File: src/rtl/card_sclk_gen.sv
module card_sclk_gen #(
  parameter int DIV_W = 8
) (
  input  logic             clk,
  input  logic             rst_n,
  input  logic [DIV_W-1:0] div_val,
  input  logic             ser_en,
  input  logic             src_sel,
  output logic             sclk_o,
  output logic             rise_stb_o,
  output logic             fall_stb_o
);

  localparam int CNT_W = DIV_W + 1;

  logic [DIV_W-1:0] div_q;
  logic             src_q;
  logic             en_d;
  logic             sclk_q;
  logic [CNT_W-1:0] cnt;
  logic [CNT_W-1:0] half;
  logic             run;
  logic             wrap;

  assign half       = (div_q == '0) ? CNT_W'(1) : {div_q, 1'b0};
  assign run        = en_d & ser_en & ~src_q;
  assign wrap       = run & (cnt == half - 1'b1);
  assign rise_stb_o = wrap & ~sclk_q;
  assign fall_stb_o = wrap & sclk_q;
  assign sclk_o     = sclk_q;

  always_ff @(posedge clk or negedge rst_n) begin
    if (!rst_n) begin
      div_q  <= '0;
      src_q  <= 1'b0;
      en_d   <= 1'b0;
      sclk_q <= 1'b0;
      cnt    <= '0;
    end else begin
      en_d <= ser_en;
      if (ser_en && !en_d) begin
        div_q  <= div_val;
        src_q  <= src_sel;
        cnt    <= '0;
        sclk_q <= 1'b0;
      end else if (run) begin
        if (wrap) begin
          cnt    <= '0;
          sclk_q <= ~sclk_q;
        end else begin
          cnt <= cnt + 1'b1;
        end
      end else begin
        cnt    <= '0;
        sclk_q <= 1'b0;
      end
    end
  end

  // strobes precede the matching transition and never overlap
  a_r6_rise_then_up: assert property (@(posedge clk) disable iff (!rst_n)
    rise_stb_o |=> $rose(sclk_o));
  a_r6_fall_then_down: assert property (@(posedge clk) disable iff (!rst_n)
    fall_stb_o |=> $fell(sclk_o));
  a_r6_up_needs_strobe: assert property (@(posedge clk) disable iff (!rst_n)
    $rose(sclk_o) |-> $past(rise_stb_o));
  a_r6_exclusive: assert property (@(posedge clk) disable iff (!rst_n)
    !(rise_stb_o && fall_stb_o));
  // idle enable forces the clock low and silences strobes
  a_r3_idle_low: assert property (@(posedge clk) disable iff (!rst_n)
    !ser_en |=> !sclk_o);
  a_r3_idle_quiet: assert property (@(posedge clk) disable iff (!rst_n)
    !ser_en |-> !(rise_stb_o || fall_stb_o));
  // captured setting holds while the enable stays high
  a_r4_hold_setting: assert property (@(posedge clk) disable iff (!rst_n)
    (en_d && ser_en) |=> ($stable(div_q) && $stable(src_q)));
  // alternate source keeps the output low
  a_r7_alt_quiet: assert property (@(posedge clk) disable iff (!rst_n)
    src_q |-> !(rise_stb_o || fall_stb_o));
  // phase counter stays inside the half period
  a_r2_cnt_bound: assert property (@(posedge clk) disable iff (!rst_n)
    cnt < half);

endmodule

File: config.mk
export PLATFORM = sky130hd
export DESIGN_NAME = card_sclk_gen
export DESIGN_NICKNAME = d
export VERILOG_FILES = /design/src/rtl/card_sclk_gen.sv
export SDC_FILE = /design/constraint.sdc
export NUM_CORES = 1
export LEC_CHECK = 0
export ABC_AREA = 1
export BUFFER_PORTS_ARGS = -buffer_cell sky130_fd_sc_hd__clkbuf_2
export CAP_MARGIN = 20
export CORE_MARGIN = 3
export CORE_UTILIZATION = 55
export CTS_CLUSTER_DIAMETER = 80
export DETAILED_ROUTE_END_ITERATION = 10
export GPL_ROUTABILITY_DRIVEN = 0
export PLACE_DENSITY = 0.81
export RECOVER_POWER = 100
export SYNTH_ARGS = -nofsm -noshare
export SYNTH_HDL_FRONTEND = slang
export SYNTH_SLANG_ARGS = --single-unit
File: constraint.sdc
create_clock -name clk -period 2.92 [get_ports clk]
set_input_delay 0.584 -clock clk [delete_from_list [all_inputs] [get_ports clk]]
set_output_delay 0.584 -clock clk [all_outputs]
set_load 0.05 [all_outputs]
# Word-level counts from Yosys, hierarchy flattened
# Cells that the tools add are included.
# classes
div_mod_pow	0
mul	0
shift	0
eq_ne	2
bitwise_logic	7
order_cmp	0
add_sub_neg	2
reduce_logical	3
muxes	7
# op_table
op	count
two-way mux 9 bit	4
adder 9 x 1 -> 9 bit, second input constant	1
== test 9 bit	1
subtractor 9 x 1 -> 9 bit, second input constant	1
logical NOT 8 bit	1
AND 1 bit	5
two-way mux 1 bit	3
!= test 3 x 1 -> 1 bit, second input constant	1
NOT 1 bit	2
logical AND 1 bit	1
logical NOT 1 bit	1
# word_totals
ramBits	0
romBits	0
latchBits	0
reg_bits	20
memories	0
out_inout_bits	3
word_cells	26

# Longest topological paths before layout
# logic_depth
depth_word	8
ltp_mapped	13

# Least setup slack after synthesis
# OpenSTA, ideal clock, no wires.
# synth_path
kind	input-to-output
start	in ser_en
end	out fall_stb_o
cell_stages	4
t_arrival_ns	2.250
setup_slack_ns	0.086
path_buffers	0
cell_sequence	inv_1 nor3_1 inv_1 nor3_1
# synth_via
elab_chain_cells	4
# synth_lines
element	line	text
start: declaration	7	input logic ser_en,
AND 1 bit (2 in a row)	26	assign run = en_d & ser_en & ~src_q;
AND 1 bit	27	assign wrap = run & (cnt == half - 1'b1);
AND 1 bit	29	assign fall_stb_o = wrap & sclk_q;
end: declaration	11	output logic fall_stb_o
# Every way passes these cells.

# Final worst setup path
# layout_path
start	reg div_q[0]
end	out rise_stb_o
# layout_via
elab_chain_cells	6
# layout_lines
element	line	text
start: declaration	16	logic [DIV_W-1:0] div_q;
start signal: assignment	42	div_q <= div_val;
logical NOT 8 bit	25	assign half = (div_q == '0) ? CNT_W'(1) : {div_q, 1'b0};
two-way mux 9 bit (*)	25	
subtractor 9 x 1 -> 9 bit (*)	27	
== test 9 bit (*)	27	
AND 1 bit (*)	27	
AND 1 bit (*)	28	assign rise_stb_o = wrap & ~sclk_q;
end: declaration	10	output logic rise_stb_o,
# Every way passes the cells marked *; elsewhere a longest branch is shown, timed or not.

==> flow_summary.json <==
{
  "internal_power_uw": 417,
  "die_height_um": 52.7,
  "setup_viol": 0,
  "grt_max_degree": 21,
  "synth_warnings": 0,
  "vias": 1062,
  "max_freq_mhz": 364,
  "hold_path_class": "primary input to flop",
  "pwr-share-seq": 0.523,
  "synthTopCellsByCount": "25 x nand2_1, 22 x nor2_1, 20 x dfrtp_1, 19 x inv_1, 12 x nand3_1",
  "syn_area_per_cell_um2": 7.83,
  "synthCells": 153,
  "outcome": "complete, no violations",
  "clkTransAtPathRegs_ns": 0.12,
  "synth_mux_area_frac": 0.0282,
  "synth_seq_cells": 20,
  "cp_slowest_cell": "dfrtp_1",
  "fin_crit_ns": 2.75,
  "synth_compound_area_frac": 0.0596,
  "fin_crit_sh": 0.941,
  "routed_wl_um": 2360,
  "ios": 15,
  "end_kind": "primary output",
  "numPortBuffers": 14,
  "synth_top_area_share": 0.418,
  "power.density_nw_per_um2": 453,
  "synth_nets": 166,
  "cts_sinks": 20,
  "dp_hpwl_um": 1750,
  "nFillCells": 167,
  "final_nets": 186,
  "fin_tns_setup_ns": 0,
  "crit_top_cell": "nand2_1",
  "die_w_um": 52.7,
  "cts_root_buf": "clkbuf_4",
  "cts_tree": "yes",
  "grt_util_all_layers": 0.202,
  "postCtsHoldBufs": 0,
  "cp.required_ns": 2.34,
  "fp.dieArea_um2": 2770,
  "yosysUniqueCellTypes": 27,
  "power_switching_uw": 189,
  "critPathArrivalTime_ns": 2.16,
  "h-tree-depth": 1,
  "std_cell_rows": 16,
  "clockBufferDepth": 2,
  "switching_share": 0.312,
  "post-route-drc-count": 0,
  "cpPeakStageDelay_ns": 0.44,
  "synth_xor_area_frac": 0.0658,
  "finClkSkew_ns": 0.00942,
  "max_cap_viol_count": 0,
  "cts_made_buffers": 3,
  "gr-total-overflow": 0,
  "antenna_cells": 0,
  "antenna_found_initial": 0,
  "grt_pass1_wl_um": 4180,
  "core_area_um2": 2000,
  "vias_per_cell": 5.34,
  "grt_setup_unrepaired": "no",
  "timing.slew.headroom": 0.280,
  "synth_edf_count": 0,
  "synth.cell_area_um2": 1200,
  "yosysMostFrequentCell": "nand2_1",
  "synthFlopType": "dfrtp_1",
  "fin_total_pwr_uw": 606,
  "ant_nets": 0,
  "drive_gt1_frac": 0.233,
  "synth.area.top_cells": "dfrtp_1 42%, nand2_1 7.8%, nor2_1 6.9%, inv_1 6.0%, xor2_1 5.9%",
  "synthAdderAreaFrac": 0.0104,
  "yosysTopAreaCell": "dfrtp_1",
  "grt_pass1_vias": 1015,
  "drt_first_iter_violations": 29,
  "tightest_slew_ns": 1.08,
  "insertion_delay_ns": 0.31,
  "multi_input_area_um2": 596,
  "slew_viol_final": 0,
  "startpoint_type": "flop",
  "initial_utilization": 0.598,
  "peakVddDrop_v": 0.000393,
  "path_class": "flop to primary output",
  "path_max_fanout": 7,
  "seq_area_um2": 502,
  "drtPass1Iterations": 4,
  "wl_per_cell_um": 11.9,
  "area_growth_pct": 11.7,
  "synth_seq_area_share": 0.418,
  "synth_top_family_by_area": "simple AND/OR/NAND/NOR gates",
  "synthArstFlopShare": 1.00,
  "hold_viol": 0,
  "clkPwrFrac": 0.276,
  "synth-simple-area-share": 0.338,
  "pwr-share-comb": 0.201,
  "p_leak_uw": 0.000669,
  "path_cells": "inv_2 > nand2_2 > inv_4 > nand2_1 > nor2_2 > nand3_1 > nand2_1 > nand2_1 > nor2_1 > nand3_2 > nand2_1 > nand2_2 > inv_1 > clkbuf_2"
}
==> flip-flops by register name (all words and copies together) (netlist names) <==
register / flops
cnt: 9
div_q: 8
en_d: 1
sclk_o: 1
src_q: 1
==> per-layer routing <==
layer / global-route usage / up-vias / wire length [µm]
met1: 0.245 / 512 / 1020
met5: 0 / - / 0
met4: 0.0766 / 0 / 30
li1: - / 516 / -
met2: 0.357 / 29 / 1190
met3: 0.0256 / 5 / 119
==> worst max-delay path, delay by kind of cell (launching register included) <==
family | cells | cell delay, ns
buffers and inverters | 4 | 0.51
and+or+nand+nor | 10 | 0.90
DFF | 1 | 0.44
==> power by group through the flow <==
stage          Sequential (µW)  Clock [µW]  Combinational, µW
6_report                   317         167                121
5_1_grt                    320         184                137
4_1_cts                    317         169                119
3_5_place_dp               322           0                118
3_3_place_gp               321           0                113
2_1_floorplan              322           0               86.3
==> cell families after synthesis <==
logic type / Yosys count
adders and majority gates: 1
muxes: 3
xor gates and xnor gates: 9
AOI/OAI and AO/OA: 13
and+or+nand+nor: 82
DFF: 20
buffers and inverters: 25
==> metrics by stage <==
stage           util  instances  setup slack, ns  instance area (µm²)  hold slack, ns
5_1_grt        0.668        199           0.0238                 1340           0.399
3_3_place_gp   0.648        193            0.506                 1300           0.460
6_report       0.668        199            0.171                 1340           0.409
4_1_cts        0.666        197           0.0813                 1330           0.235
3_5_place_dp   0.648        193            0.439                 1300           0.458
2_1_floorplan      -        153           0.0861                 1200           0.288
==> placed cells by master, fill, tap and decap left out, drive strengths merged, types with 3 or more instances in the layout <==
cell type / n
nand2: 31
nor2: 27
inv: 24
dfrtp: 20
clkbuf: 19
nand3: 14
xor2: 8
a21oi: 8
nor3: 4
o21ai: 4
nand4: 3
mux2: 3
==> what timing repair did <==
item / CTS / global route
gates resized for setup: 0 / 5
buffers inserted: 0 / 2
endpoints found under the setup margin: 0 / 2
==> final timing paths <==
kind                       slack [ns]          to      from  depth (start not counted)
max in group asynchronous        1.77    div_q[5]     rst_n                          1
min reg2reg                      0.47      cnt[0]    cnt[0]                          1
max                              0.17  rise_stb_o  div_q[0]                         14
max reg2reg                      0.89      cnt[8]  div_q[0]                         13
min                              0.41        en_d    ser_en                          1
min in group asynchronous        0.44    div_q[0]     rst_n                          1
==> cell type report <==
class | instances | area share
inverters | 24 | 0.0692
repair buffers | 16 | 0.0580
well taps | 27 | 0.0253
clock buffers | 4 | 0.0271
multi-input cells | 108 | 0.445
flip-flops and latches | 20 | 0.375
Power figures use the tool's default switching activity.
